==> src/rtl/rand_sampler_pkg.sv <==
package rand_sampler_pkg;

    localparam int LFSR_W  = 16;
    localparam int EN_BIT  = 17;
    localparam int VAL_BIT = 18;
    localparam int SEL_BIT = 19;
    localparam int CUR_LSB = 32;
    localparam int REG_W   = 64;

    // One step of the sampler LFSR: taps 0,2,3,5, shift right, feedback in MSB.
    function automatic logic [LFSR_W-1:0] lfsr_next(input logic [LFSR_W-1:0] s);
        return {s[0] ^ s[2] ^ s[3] ^ s[5], s[LFSR_W-1:1]};
    endfunction

endpackage

==> src/rtl/rs_lfsr.sv <==
module rs_lfsr
    import rand_sampler_pkg::*;
#(
    parameter logic [LFSR_W-1:0] SEED = 16'hF00D
) (
    input  logic              clk,
    input  logic              rst_n,
    input  logic              adv_i,
    output logic [LFSR_W-1:0] next_o,
    output logic [LFSR_W-1:0] state_o
);

    logic [LFSR_W-1:0] lfsr_d, lfsr_q;

    always_comb begin
        next_o = lfsr_next(lfsr_q);
        lfsr_d = adv_i ? next_o : lfsr_q;
    end

    always_ff @(posedge clk or negedge rst_n) begin
        if (!rst_n) lfsr_q <= SEED;
        else        lfsr_q <= lfsr_d;
    end

    assign state_o = lfsr_q;

endmodule

==> src/rtl/rs_arm_calc.sv <==
module rs_arm_calc
    import rand_sampler_pkg::*;
#(
    parameter int MAX_W        = 16,
    parameter int CNT_W        = 20,
    parameter int RAND_W       = 12,
    parameter bit CUR_WRITABLE = 1'b1
) (
    input  logic [MAX_W-1:0]  req_max_i,
    input  logic [LFSR_W-1:0] rnd_i,
    output logic [MAX_W-1:0]  arm_max_o,
    output logic [CNT_W-1:0]  arm_cur_o
);

    localparam int JIT_W   = 8;
    localparam int JIT_LSB = RAND_W - JIT_W;
    localparam logic [MAX_W:0]   HEAD_OFS = (MAX_W+1)'(1) << (RAND_W - 5);
    localparam logic [MAX_W-1:0] CLAMP_LO = MAX_W'((1 << (JIT_W - 1)) + 1);
    localparam logic [MAX_W-1:0] CLAMP_HI = MAX_W'((1 << MAX_W) - (1 << (JIT_W - 1)));

    generate
        if (CUR_WRITABLE) begin : g_preload
            logic [MAX_W:0] raised;
            always_comb begin
                raised    = {1'b0, req_max_i} + HEAD_OFS;
                arm_max_o = raised[MAX_W] ? {MAX_W{1'b1}} : raised[MAX_W-1:0];
                arm_cur_o = CNT_W'(rnd_i[RAND_W-1:0]);
            end
        end else begin : g_jitter
            logic [MAX_W-1:0] clamped;
            logic [JIT_W-1:0] jit;
            always_comb begin
                if (req_max_i < CLAMP_LO)      clamped = CLAMP_LO;
                else if (req_max_i > CLAMP_HI) clamped = CLAMP_HI;
                else                           clamped = req_max_i;
                jit       = rnd_i[JIT_LSB +: JIT_W];
                arm_max_o = clamped + {{(MAX_W-JIT_W){jit[JIT_W-1]}}, jit};
                arm_cur_o = '0;
            end
        end
    endgenerate

endmodule

==> src/rtl/rand_sampler.sv <==
module rand_sampler
    import rand_sampler_pkg::*;
#(
    parameter int MAX_W        = 16,
    parameter int SCALE_SH     = 4,
    parameter int RAND_W       = 12,
    parameter int DATA_W       = 64,
    parameter bit CUR_WRITABLE = 1'b1,
    parameter logic [LFSR_W-1:0] SEED = 16'hF00D
) (
    input  logic              clk,
    input  logic              rst_n,
    input  logic              ctl_wr,
    input  logic [REG_W-1:0]  ctl_wdata,
    input  logic              rd_sel,
    output logic [REG_W-1:0]  rd_data,
    input  logic              op_strobe,
    input  logic [DATA_W-1:0] samp_data,
    output logic              irq
);

    localparam int CNT_W = MAX_W + SCALE_SH;

    typedef struct packed {
        logic [MAX_W-1:0]  max;
        logic [CNT_W-1:0]  cur;
        logic              en;
        logic              valid;
        logic              sel;
        logic [DATA_W-1:0] cap;
        logic              irq;
    } samp_state_t;

    samp_state_t st_d, st_q;

    logic              lfsr_adv;
    logic [LFSR_W-1:0] lfsr_nx, lfsr_cur;
    logic [MAX_W-1:0]  arm_max;
    logic [CNT_W-1:0]  arm_cur;
    logic [CNT_W:0]    cur_inc, period_ext;
    logic [REG_W-1:0]  ctl_word;

    // Exposed for the bound checker.
    logic              mon_en, mon_valid, mon_sel;
    logic [CNT_W-1:0]  mon_cur;
    logic [DATA_W-1:0] mon_cap;

    rs_lfsr #(.SEED(SEED)) u_lfsr (
        .clk     (clk),
        .rst_n   (rst_n),
        .adv_i   (lfsr_adv),
        .next_o  (lfsr_nx),
        .state_o (lfsr_cur)
    );

    rs_arm_calc #(
        .MAX_W        (MAX_W),
        .CNT_W        (CNT_W),
        .RAND_W       (RAND_W),
        .CUR_WRITABLE (CUR_WRITABLE)
    ) u_arm (
        .req_max_i (ctl_wdata[MAX_W-1:0]),
        .rnd_i     (lfsr_nx),
        .arm_max_o (arm_max),
        .arm_cur_o (arm_cur)
    );

    always_comb begin
        st_d       = st_q;
        st_d.irq   = 1'b0;
        lfsr_adv   = 1'b0;
        cur_inc    = {1'b0, st_q.cur} + (CNT_W+1)'(1);
        period_ext = {1'b0, st_q.max, {SCALE_SH{1'b0}}};
        if (ctl_wr) begin
            st_d.en    = ctl_wdata[EN_BIT];
            st_d.valid = ctl_wdata[VAL_BIT];
            st_d.sel   = ctl_wdata[SEL_BIT];
            if (ctl_wdata[EN_BIT]) begin
                lfsr_adv  = 1'b1;
                st_d.max  = arm_max;
                st_d.cur  = arm_cur;
            end else begin
                st_d.max  = ctl_wdata[MAX_W-1:0];
                st_d.cur  = '0;
            end
        end else if (st_q.en && !st_q.valid && (!st_q.sel || op_strobe)) begin
            st_d.cur = cur_inc[CNT_W-1:0];
            if (cur_inc >= period_ext) begin
                st_d.cap   = samp_data;
                st_d.valid = 1'b1;
                st_d.en    = 1'b0;
                st_d.irq   = 1'b1;
            end
        end
    end

    always_ff @(posedge clk or negedge rst_n) begin
        if (!rst_n) st_q <= '0;
        else        st_q <= st_d;
    end

    always_comb begin
        ctl_word                    = '0;
        ctl_word[MAX_W-1:0]         = st_q.max;
        ctl_word[EN_BIT]            = st_q.en;
        ctl_word[VAL_BIT]           = st_q.valid;
        ctl_word[SEL_BIT]           = st_q.sel;
        ctl_word[CUR_LSB +: CNT_W]  = st_q.cur;
        rd_data = rd_sel ? REG_W'(st_q.cap) : ctl_word;
    end

    assign irq       = st_q.irq;
    assign mon_en    = st_q.en;
    assign mon_valid = st_q.valid;
    assign mon_sel   = st_q.sel;
    assign mon_cur   = st_q.cur;
    assign mon_cap   = st_q.cap;

endmodule

==> config.mk <==
export PLATFORM = sky130hd
export DESIGN_NAME = rand_sampler
export DESIGN_NICKNAME = d
export VERILOG_FILES = /design/src/rtl/rand_sampler_pkg.sv /design/src/rtl/rs_lfsr.sv /design/src/rtl/rs_arm_calc.sv /design/src/rtl/rand_sampler.sv
export SDC_FILE = /design/constraint.sdc
export NUM_CORES = 1
export LEC_CHECK = 0
export BUFFER_PORTS_ARGS = -buffer_cell sky130_fd_sc_hd__clkbuf_2
export CORE_UTILIZATION = 25
export CTS_CLUSTER_SIZE = 10
export DETAILED_ROUTE_END_ITERATION = 7
export PLACE_DENSITY = 0.57
export SYNTH_ARGS = -nofsm -noshare
export SYNTH_HDL_FRONTEND = slang
export SYNTH_SLANG_ARGS = --single-unit
==> constraint.sdc <==
create_clock -name clk -period 9.2 [get_ports clk]
set_input_delay 0.92 -clock clk [delete_from_list [all_inputs] [get_ports clk]]
set_output_delay 0.92 -clock clk [all_outputs]
set_load 0.02 [all_outputs]
Yosys cells after proc, flatten, opt, wreduce, memory -nomap -nowiden
Cells that the tools add are included.
- ROM bits: 0
- word-level logic and storage cells: 35
- bits in latches: 0
- output and inout port bits: 65
- register bits after elaboration: 120
- input port bits: 133
- bits in writable memories: 0
- memories kept: 0
- $mul: 0
- shifts and indexed selects: 0
- magnitude comparators: 1
- mux-type cells: 11
- divide/modulo/power cells: 0
- bitwise operators: 4
- reductions and logical operators: 9
- $add $sub $neg: 2
- eq/ne operators: 0
- operator list (kind ; number):
    $mux W64 ; 1
    $mux W22 ; 2
    $mux W36 ; 1
    $add A20 B1 Y21 const B ; 1
    $ge A21 B20 Y1 ; 1
    $add A16 B8 Y17 const B ; 1
    $mux W16 ; 1
    $mux W1 ; 5
    $reduce_bool A2 Y1 ; 2
    $reduce_and A3 Y1 ; 1
    $xor A1 B1 Y1 ; 3
    $logic_and A1 B1 Y1 ; 2
    $logic_not A1 Y1 ; 2
    $mux W2 ; 1
    $reduce_and A2 Y1 ; 1
    $logic_or A1 B1 Y1 ; 1
    $not A1 Y1 ; 1

Longest topological paths before layout
Gate-level depths: netlist of run 1.
- depth after elaboration: 5
- depth in mapped cells: 15
- mapped depth without buffers: 12

By module
From an unflattened synthesis of run 1, not the netlist that was laid out.
- cell total of the unflattened synthesis: 635
- area, all modules: 7013.0 µm²
- modules (own cells, without submodules) (module ; seq. area each (µm²) ; area an instance (µm²) ; cells an instance ; instances):
    rand_sampler ; 2602.5 ; 5834.3 ; 525 ; 1
    rs_lfsr ; 409.1 ; 744.5 ; 52 ; 1
    rs_arm_calc ; 0.0 ; 434.2 ; 58 ; 1

Worst setup path after synthesis of run 1
Ideal clock, no wire load.
- path kind: reg-to-reg
- start: reg st_q, in the netlist mon_cur[0]
- end: reg st_q, in the netlist mon_cap[0]
- setup time: 0.125 ns
- stages on the path, launching flop included: 15
- data arrival time: 3.249 ns
- period minus slack after synthesis: 3.375 ns
- path buffers: 2
- path slack: 5.825 ns
- data required time: 9.075 ns
- path through: dfrtp_1 > ha_1 > and4_4 > nand4_2 > nor3_1 > nand3_1 > xnor2_1 > ha_1 > a21o_1 > a21oi_1 > o31ai_2 > o211ai_1 > buf_6 > buf_6 > mux2_4
- cells in the longest elaborated chain, start to end: 3
- ends and longest elaborated chain (what ; line ; RTL):
    start: declaration ; rand_sampler.sv:34 ; samp_state_t st_d, st_q;
    start signal: assignment ; rand_sampler.sv:99 ; else st_q <= st_d;
    $add A20 B1 Y21 ; rand_sampler.sv:72 ; cur_inc = {1'b0, st_q.cur} + (CNT_W+1)'(1);
    $ge A21 B20 Y1 ; rand_sampler.sv:88 ; if (cur_inc >= period_ext) begin
    $reduce_and A3 Y1 (no line) ; n/a ;
No other way between the ends.
A chain may end at the register's enable or synchronous reset.

Final worst setup path of run 1
- start: reg st_q, in the netlist mon_cur[0]
- end: reg st_q, in the netlist mon_cap[41]
The elaborated chain is that of the path after synthesis.

==> run metrics, run 1 <==
Yosys reg bits 120; post-synth cell types 46; clk_skew 0.00717 ns; total I/O pin count 198; worst flop-to-flop path startpoint mon_cur[0]$_DFFE_PN0P_; outcome finished, final reports clean; Setup crit end mon_cap[41]$_DFFE_PN0P_; share of the synthesized area in the top cell type 44.3%; Post-synth EDFFs 0; clock slew at the register clock pins of the worst setup and hold paths 0.06 ns; ys async rst share 100%; Hold Vio Cnt, Final 0; Clock Sinks 120; Final Cycle Share 58.5%; total track usage 13.2%; DIE AREA 26200 sq um; Core ar. 25100 sq um; Final HPWL DP 11500 um; RePlAce Congestion 0.787; leakage power 4.18 nW; syn_nets 740; clock root cell clkbuf_16; R2R Path End mon_cap[41]$_DFFE_PN0P_; leading cell type by number of instances after synthesis dfrtp_1; Max Cap Viol 0; layout cells sized above 1 38.5%; type of the tightest min-delay check reg -> reg; CTS tree built; pin count of the biggest net entering global routing 84; initial antenna violation count 0; Mapped Cells 588; CP endpoint kind flip-flop; Worst setup SP type flip-flop; Vias per Instance 4.35; Initial Util 25.4%; primary flip-flop cell chosen by synthesis mapping dfrtp_1; setup violators final 0; post-synth top area cell dfrtp_1; FF-to-FF path depth 13; Antenna Diode Count 0; post-DR wirelength/cell 15.4 um; Syn Std Cell Area 6380 sq um; Final nets 883; Crit path required time 9.49 ns; Syn. warnings 0; Post-Route WL 16500 um; row cnt 58; top post-synthesis cells by area dfrtp_1, mux2_4, mux2_2; htree depth 4; Setup TNS Final 0 ns; CTS Buffer Depth 2; Die H 162 um; number of buffers created by CTS 17; worst path arrival time 5.68 ns; vias in the first global route 4728; Power Density 178 nW/um^2; RSZ-0062 raised after global routing false; first-pass GRT wire length 26100 um; Relative slew margins 25.3%; grt ovf 0; PortBufs 152; vias 4665; mean post-synth cell area 10.9 sq um; CP Max Fanout 59; crit path time final 5.39 ns; filler cell count in the final layout 2617; DRT antenna net count 0; chip width 162 um; worst-margin pin slew 1.12 ns; DRC viols 0; PostCTS Resize Cnt 0; maximum achievable frequency 0.186 GHz; worst vdd ir 100 uV; post-synthesis sequential area ratio 47.2%; Place WS 3.73 ns; DRT iter0 DRCs 201; area delta synth->final 26.4%; DRT Pass-1 Iters 4; final setup margin 3.81 ns; worst skew pair latency 0.41 ns; hold_buf cts 0; kind of critical path reg -> reg; Max Transition Viols Final 0; Synth top cells by count dfrtp_1, nand2_1, mux2_4; # Post-CTS Setup Buffers 0; r2r setup slk 3.81 ns; start point of the critical path mon_cur[0]$_DFFE_PN0P_
cells in the final DEF (no fill, tap or decap), types with 5 or more instances in the layout:
cell,netlist,routed
inv_1,21,21
nor2_1,25,25
nand4_1,11,11
o21ai_0,39,39
a21oi_1,25,25
xor2_1,11,11
and2_1,27,27
dfrtp_1,113,113
clkbuf_8,0,5
clkbuf_2,1,150
buf_4,0,6
o211ai_1,6,6
dfstp_2,7,7
xnor2_1,25,25
mux2_2,36,36
mux2_4,49,49
clkbuf_16,0,17
and3_1,5,5
nand2_1,84,84
nor3_1,6,6
ha_1,19,19
nand3_1,12,12
stage by stage:
stage | instance area, sq um | power [mW] | hold slack [ns] | instances | util [%]
after floorplan | 6380 | 0.653 | 0.435 | 588 | -
after global placement | 7430 | 0.716 | 0.445 | 1042 | 29.6
after detailed placement | 7430 | 0.719 | 0.447 | 1042 | 29.6
after CTS | 8070 | 1.46 | 0.452 | 1073 | 32.1
after global routing | 8070 | 1.50 | 0.467 | 1073 | 32.1
final | 8070 | 1.44 | 0.448 | 1073 | 32.1
state kept, by name, summed over array words and instances, names as in the netlist:
signal	flops
mon_cap	64
mon_cur	20
ctl_word	16
u_lfsr.state_o	16
irq	1
mon_en	1
mon_sel	1
mon_valid	1
report_power, final:
part	internal [mW]	switching, mW	leakage (nW)
sequential	0.554	0.0168	1.59
combinational	0.0519	0.0839	2.26
clock	0.488	0.243	0.316
worst max-delay path, stage by stage (launching register included):
cell	delay, ns
dfrtp_1	0.52
ha_1	0.30
and4_4	0.29
nand4_2	0.22
nor3_1	0.45
nand3_1	0.15
xnor2_1	0.26
ha_1	0.29
a21o_1	0.16
a21oi_1	0.18
o31ai_2	0.10
o211ai_1	0.89
buf_4	0.95
mux2_2	0.43
how the worst min path moves through the flow:
| stage | endpoint | cells after the start | from |
|---|---|---|---|
| 5_1_grt | u_lfsr.state_o[14]$_DFFE_PN1P_ | 2 | u_lfsr.state_o[15]$_DFFE_PN1P_ |
| 3_5_place_dp | u_lfsr.state_o[14]$_DFFE_PN1P_ | 2 | u_lfsr.state_o[15]$_DFFE_PN1P_ |
| 4_1_cts | u_lfsr.state_o[14]$_DFFE_PN1P_ | 2 | u_lfsr.state_o[15]$_DFFE_PN1P_ |
| 6_report | u_lfsr.state_o[14]$_DFFE_PN1P_ | 2 | u_lfsr.state_o[15]$_DFFE_PN1P_ |
| 3_3_place_gp | u_lfsr.state_o[14]$_DFFE_PN1P_ | 2 | u_lfsr.state_o[15]$_DFFE_PN1P_ |
| 2_1_floorplan | u_lfsr.state_o[12]$_DFFE_PN1P_ | 2 | u_lfsr.state_o[13]$_DFFE_PN1P_ |
cell type report:
cell class                      count  area (sq um)  area share (%)
Tap cell                          330           413            5.12
Inverter                           22          82.6            1.02
Timing Repair Buffer              158           812            10.1
Clock buffer                       24           502            6.22
Clock inverter                      7           139            1.72
Sequential cell                   120          3010            37.3
Multi-Input combinational cell    412          3110            38.5
routing by layer:
layer | vias to the layer above | wire length, um | part of all wire, % | global-route usage [%]
li1 | 2298 | - | - | -
met4 | 0 | 136 | 0.82 | 3.99
met2 | 121 | 7700 | 47 | 21.2
met1 | 2236 | 7770 | 47 | 17.2
met3 | 10 | 933 | 5.6 | 3.40
met5 | - | 0 | 0 | 0
kinds of logic after synthesis:
kind of cell / Yosys count / synth area share (%)
and+or+nand+nor: 184 / 13.8
buffers and inverters: 56 / 4.16
xor gates and xnor gates: 36 / 4.94
DFF: 120 / 47.2
AOI/OAI and AO/OA: 86 / 7.98
muxes: 87 / 18.2
adders and majority gates: 19 / 3.72
Power figures use the tool's default switching activity.
==> run 2: changes to the inputs <==
--- a/config.mk
+++ b/config.mk
@@ -9,7 +9,7 @@
 export CORE_UTILIZATION = 25
 export CTS_CLUSTER_SIZE = 10
 export DETAILED_ROUTE_END_ITERATION = 7
-export PLACE_DENSITY = 0.57
+export PLACE_DENSITY = 0.58
 export SYNTH_ARGS = -nofsm -noshare
 export SYNTH_HDL_FRONTEND = slang
 export SYNTH_SLANG_ARGS = --single-unit
==> constraint.sdc (replaced) <==
create_clock -name clk -period 4.66 [get_ports clk]
set_input_delay 0.466 -clock clk [delete_from_list [all_inputs] [get_ports clk]]
set_output_delay 0.466 -clock clk [all_outputs]
set_load 0.02 [all_outputs]
==> run 2 against run 1 <==
Compared with the run above:
- sequential cell count did not move
- critical path depth did not move
- first-iteration DRC count rose by 33%
- wire length fell by 0.49%
- non-clock buffer count rose by 2
- cell count rose by 0.28%
- via count rose by 0.49%
- sequential share of layout area barely moved
- global-route usage rose by 0.053 points
- sequential power rose by 98%
- clock power rose by 87%
- clock skew rose by 0.0052 ns
==> run metrics, run 2 (synthesis gave the netlist of run 1 again) <==
cell area after layout 8080 sq um (+0.11%); R2R Path End mon_cap[27]$_DFFE_PN0P_; post-DR wirelength/cell 15.3 um (-0.77%); DIE AREA 26200 sq um (unchanged); commonest non-fill, non-tap cell in the layout clkbuf_2; area of the multi-input gates 3110 sq um (unchanged); DR WL met3 891 um (-4.5%); Final HPWL DP 11700 um (+1.8%); grt ovf 0 (unchanged); total I/O pin count 198 (unchanged); vias 4688 (+0.49%); Design Power 2.76 mW (+92%); Max Transition Viols Final 0 (unchanged); number of buffers created by CTS 17 (unchanged); Critical-path top delay cell dfrtp_1; Core ar. 25100 sq um (unchanged); FF-to-FF path depth 13 (unchanged); clk_skew 0.0123 ns (+0.00515 ns); setup violators final 0 (unchanged); worst path arrival time 4.32 ns (-1.36 ns); clock root cell clkbuf_16; CP endpoint kind flip-flop; Power Density 342 nW/um^2 (+92%); vias in the first global route 4655 (-1.5%); maximum achievable frequency 0.248 GHz (+34%); Crit path required time 4.96 ns (-4.53 ns); WL met1 7780 um (about the same); Final nets 885 (+0.23%); leakage power 4.18 nW (+0.14%); number of flip-flops in the largest register 64 (unchanged); Initial Util 25.4% (unchanged); Relative slew margins 43.8% (+18 points); worst vdd ir 193 uV (+92%); htree depth 4 (unchanged); placed cells 1044 (+0.19%); RePlAce Congestion 0.794 (+0.81%); first-pass GRT wire length 26200 um (+0.66%); RSZ-0062 raised after global routing false; Register Area 3010 sq um (unchanged); Crit path top cell by count ha_1; Worst setup SP type flip-flop; Cell Area, Placed 7470 sq um (+0.54%); Clock Sinks 120 (unchanged); Die H 162 um (unchanged); PostCTS Resize Cnt 0 (unchanged); type of the tightest min-delay check in -> async; chip width 162 um (unchanged); Max Cap Viol 0 (unchanged); kind of critical path reg -> reg; slowest stage delay, CP 0.48 ns (-0.47 ns); CP cell instances ha_1 > and4_4 > nand4_2 > nor3_1 > nand3_1 > xnor2_1 > ha_1 > a21o_1 > a21oi_1 > o31ai_2 > o211ai_1 > buf_12 > mux2_2; row cnt 58 (unchanged); DRT antenna net count 0 (unchanged); Final Cycle Share 86.5% (+28 points); clock slew at the register clock pins of the worst setup and hold paths 0.05 ns (about the same); Hold Vio Cnt, Final 0 (unchanged); commonest non-fill, non-tap cells in the layout clkbuf_2, dfrtp_1, nand2_1; Post-Route WL 16500 um (-0.49%); Layout Cells excl Fill 1076 (+0.28%); CTS Buffer Depth 2 (unchanged); initial antenna violation count 0 (unchanged); PortBufs 152 (unchanged); pin count of the biggest net entering global routing 89 (+6.0%); total track usage 13.2% (+0.053 points); worst-margin pin slew 0.843 ns (-0.272 ns); DRT iter0 DRCs 267 (+33%); outcome finished, final reports clean; highest routed layer met4; hold_buf cts 0 (unchanged); crit path time final 4.03 ns (-1.36 ns); filler cell count in the final layout 2613 (-0.15%); Antenna Diode Count 0 (unchanged); Vias per Instance 4.36 (+0.21%); worst flop-to-flop path startpoint mon_cur[0]$_DFFE_PN0P_; worst skew pair latency 0.42 ns (about the same); # Post-CTS Setup Buffers 0 (unchanged); DRT Pass-1 Iters 4 (unchanged); r2r setup slk 0.63 ns (-3.18 ns); DRC viols 0 (unchanged); area delta synth->final 26.5%; CP Max Fanout 43 (-27%); CTS tree built; layout cells sized above 1 38.6% (+0.11 points); Setup TNS Final 0 ns (unchanged); met2 WL 7660 um (-0.64%)
-- run 2: cell count changes in the layout (fill, tap and decap cells not counted), sizes merged --
cell and change:
buf +2, bufinv -1, clkinv +1, clkinvlp +1
-- run 2: critical path: cells and delay by family, from the launching register on --
family                     cells  cell delay [ns]
and+or+nand+nor                4             1.08
AOI/OAI and AO/OA              4             0.84
xor gates and xnor gates       1             0.19
buffers and inverters          1             0.35
DFF                            1             0.48
adders and majority gates      2             0.54
muxes                          1             0.38
-- run 2: metal layers --
| layer | global-route usage [%] | up-vias |
|---|---|---|
| met5 | 0 | - |
| met4 | 3.60 | 0 |
| met3 | 3.45 | 14 |
| met2 | 21.0 | 106 |
| met1 | 17.6 | 2267 |
| li1 | - | 2301 |
-- run 2: worst max-delay path by stage --
| stage | start | to | slack [ns] | depth (start not counted) |
|---|---|---|---|---|
| final | mon_cur[0]$_DFFE_PN0P_ | mon_cap[27]$_DFFE_PN0P_ | 0.63 | 13 |
| after global routing | mon_cur[0]$_DFFE_PN0P_ | mon_cap[44]$_DFFE_PN0P_ | 0.29 | 13 |
| after CTS | mon_cur[0]$_DFFE_PN0P_ | mon_cap[27]$_DFFE_PN0P_ | 0.63 | 13 |
| after detailed placement | mon_cur[0]$_DFFE_PN0P_ | mon_cap[27]$_DFFE_PN0P_ | 0.64 | 13 |
| after global placement | mon_cur[0]$_DFFE_PN0P_ | mon_cap[29]$_DFFE_PN0P_ | 0.65 | 13 |
| after floorplan | mon_cur[0]$_DFFE_PN0P_ | mon_cap[0]$_DFFE_PN0P_ | 1.29 | 14 |
-- run 2: power breakdown --
| part | internal, mW | switching [mW] |
|---|---|---|
| registers | 1.09 | 0.0335 |
| logic | 0.102 | 0.165 |
| clock network | 0.895 | 0.475 |
-- run 2: area by class of cell --
| cell class | instances | area share, % |
|---|---|---|
| Multi-Input combinational cell | 412 | 38.5 |
| Sequential cell | 120 | 37.3 |
| Timing Repair Buffer | 160 | 10.6 |
| Clock buffer | 24 | 6.09 |
| Tap cell | 330 | 5.11 |
| Clock inverter | 8 | 1.46 |
| Inverter | 22 | 1.02 |
-- run 2: per-stage QoR --
| stage | utilization [%] | worst slack [ns] | hold slack [ns] |
|---|---|---|---|
| finish | 32.2 | 0.631 | 0.132 |
| global route | 32.2 | 0.294 | 0.176 |
| CTS | 32.2 | 0.627 | 0.167 |
| detailed placement | 29.7 | 0.637 | 0.443 |
| global placement | 29.7 | 0.651 | 0.442 |
| floorplan | - | 1.29 | 0.170 |
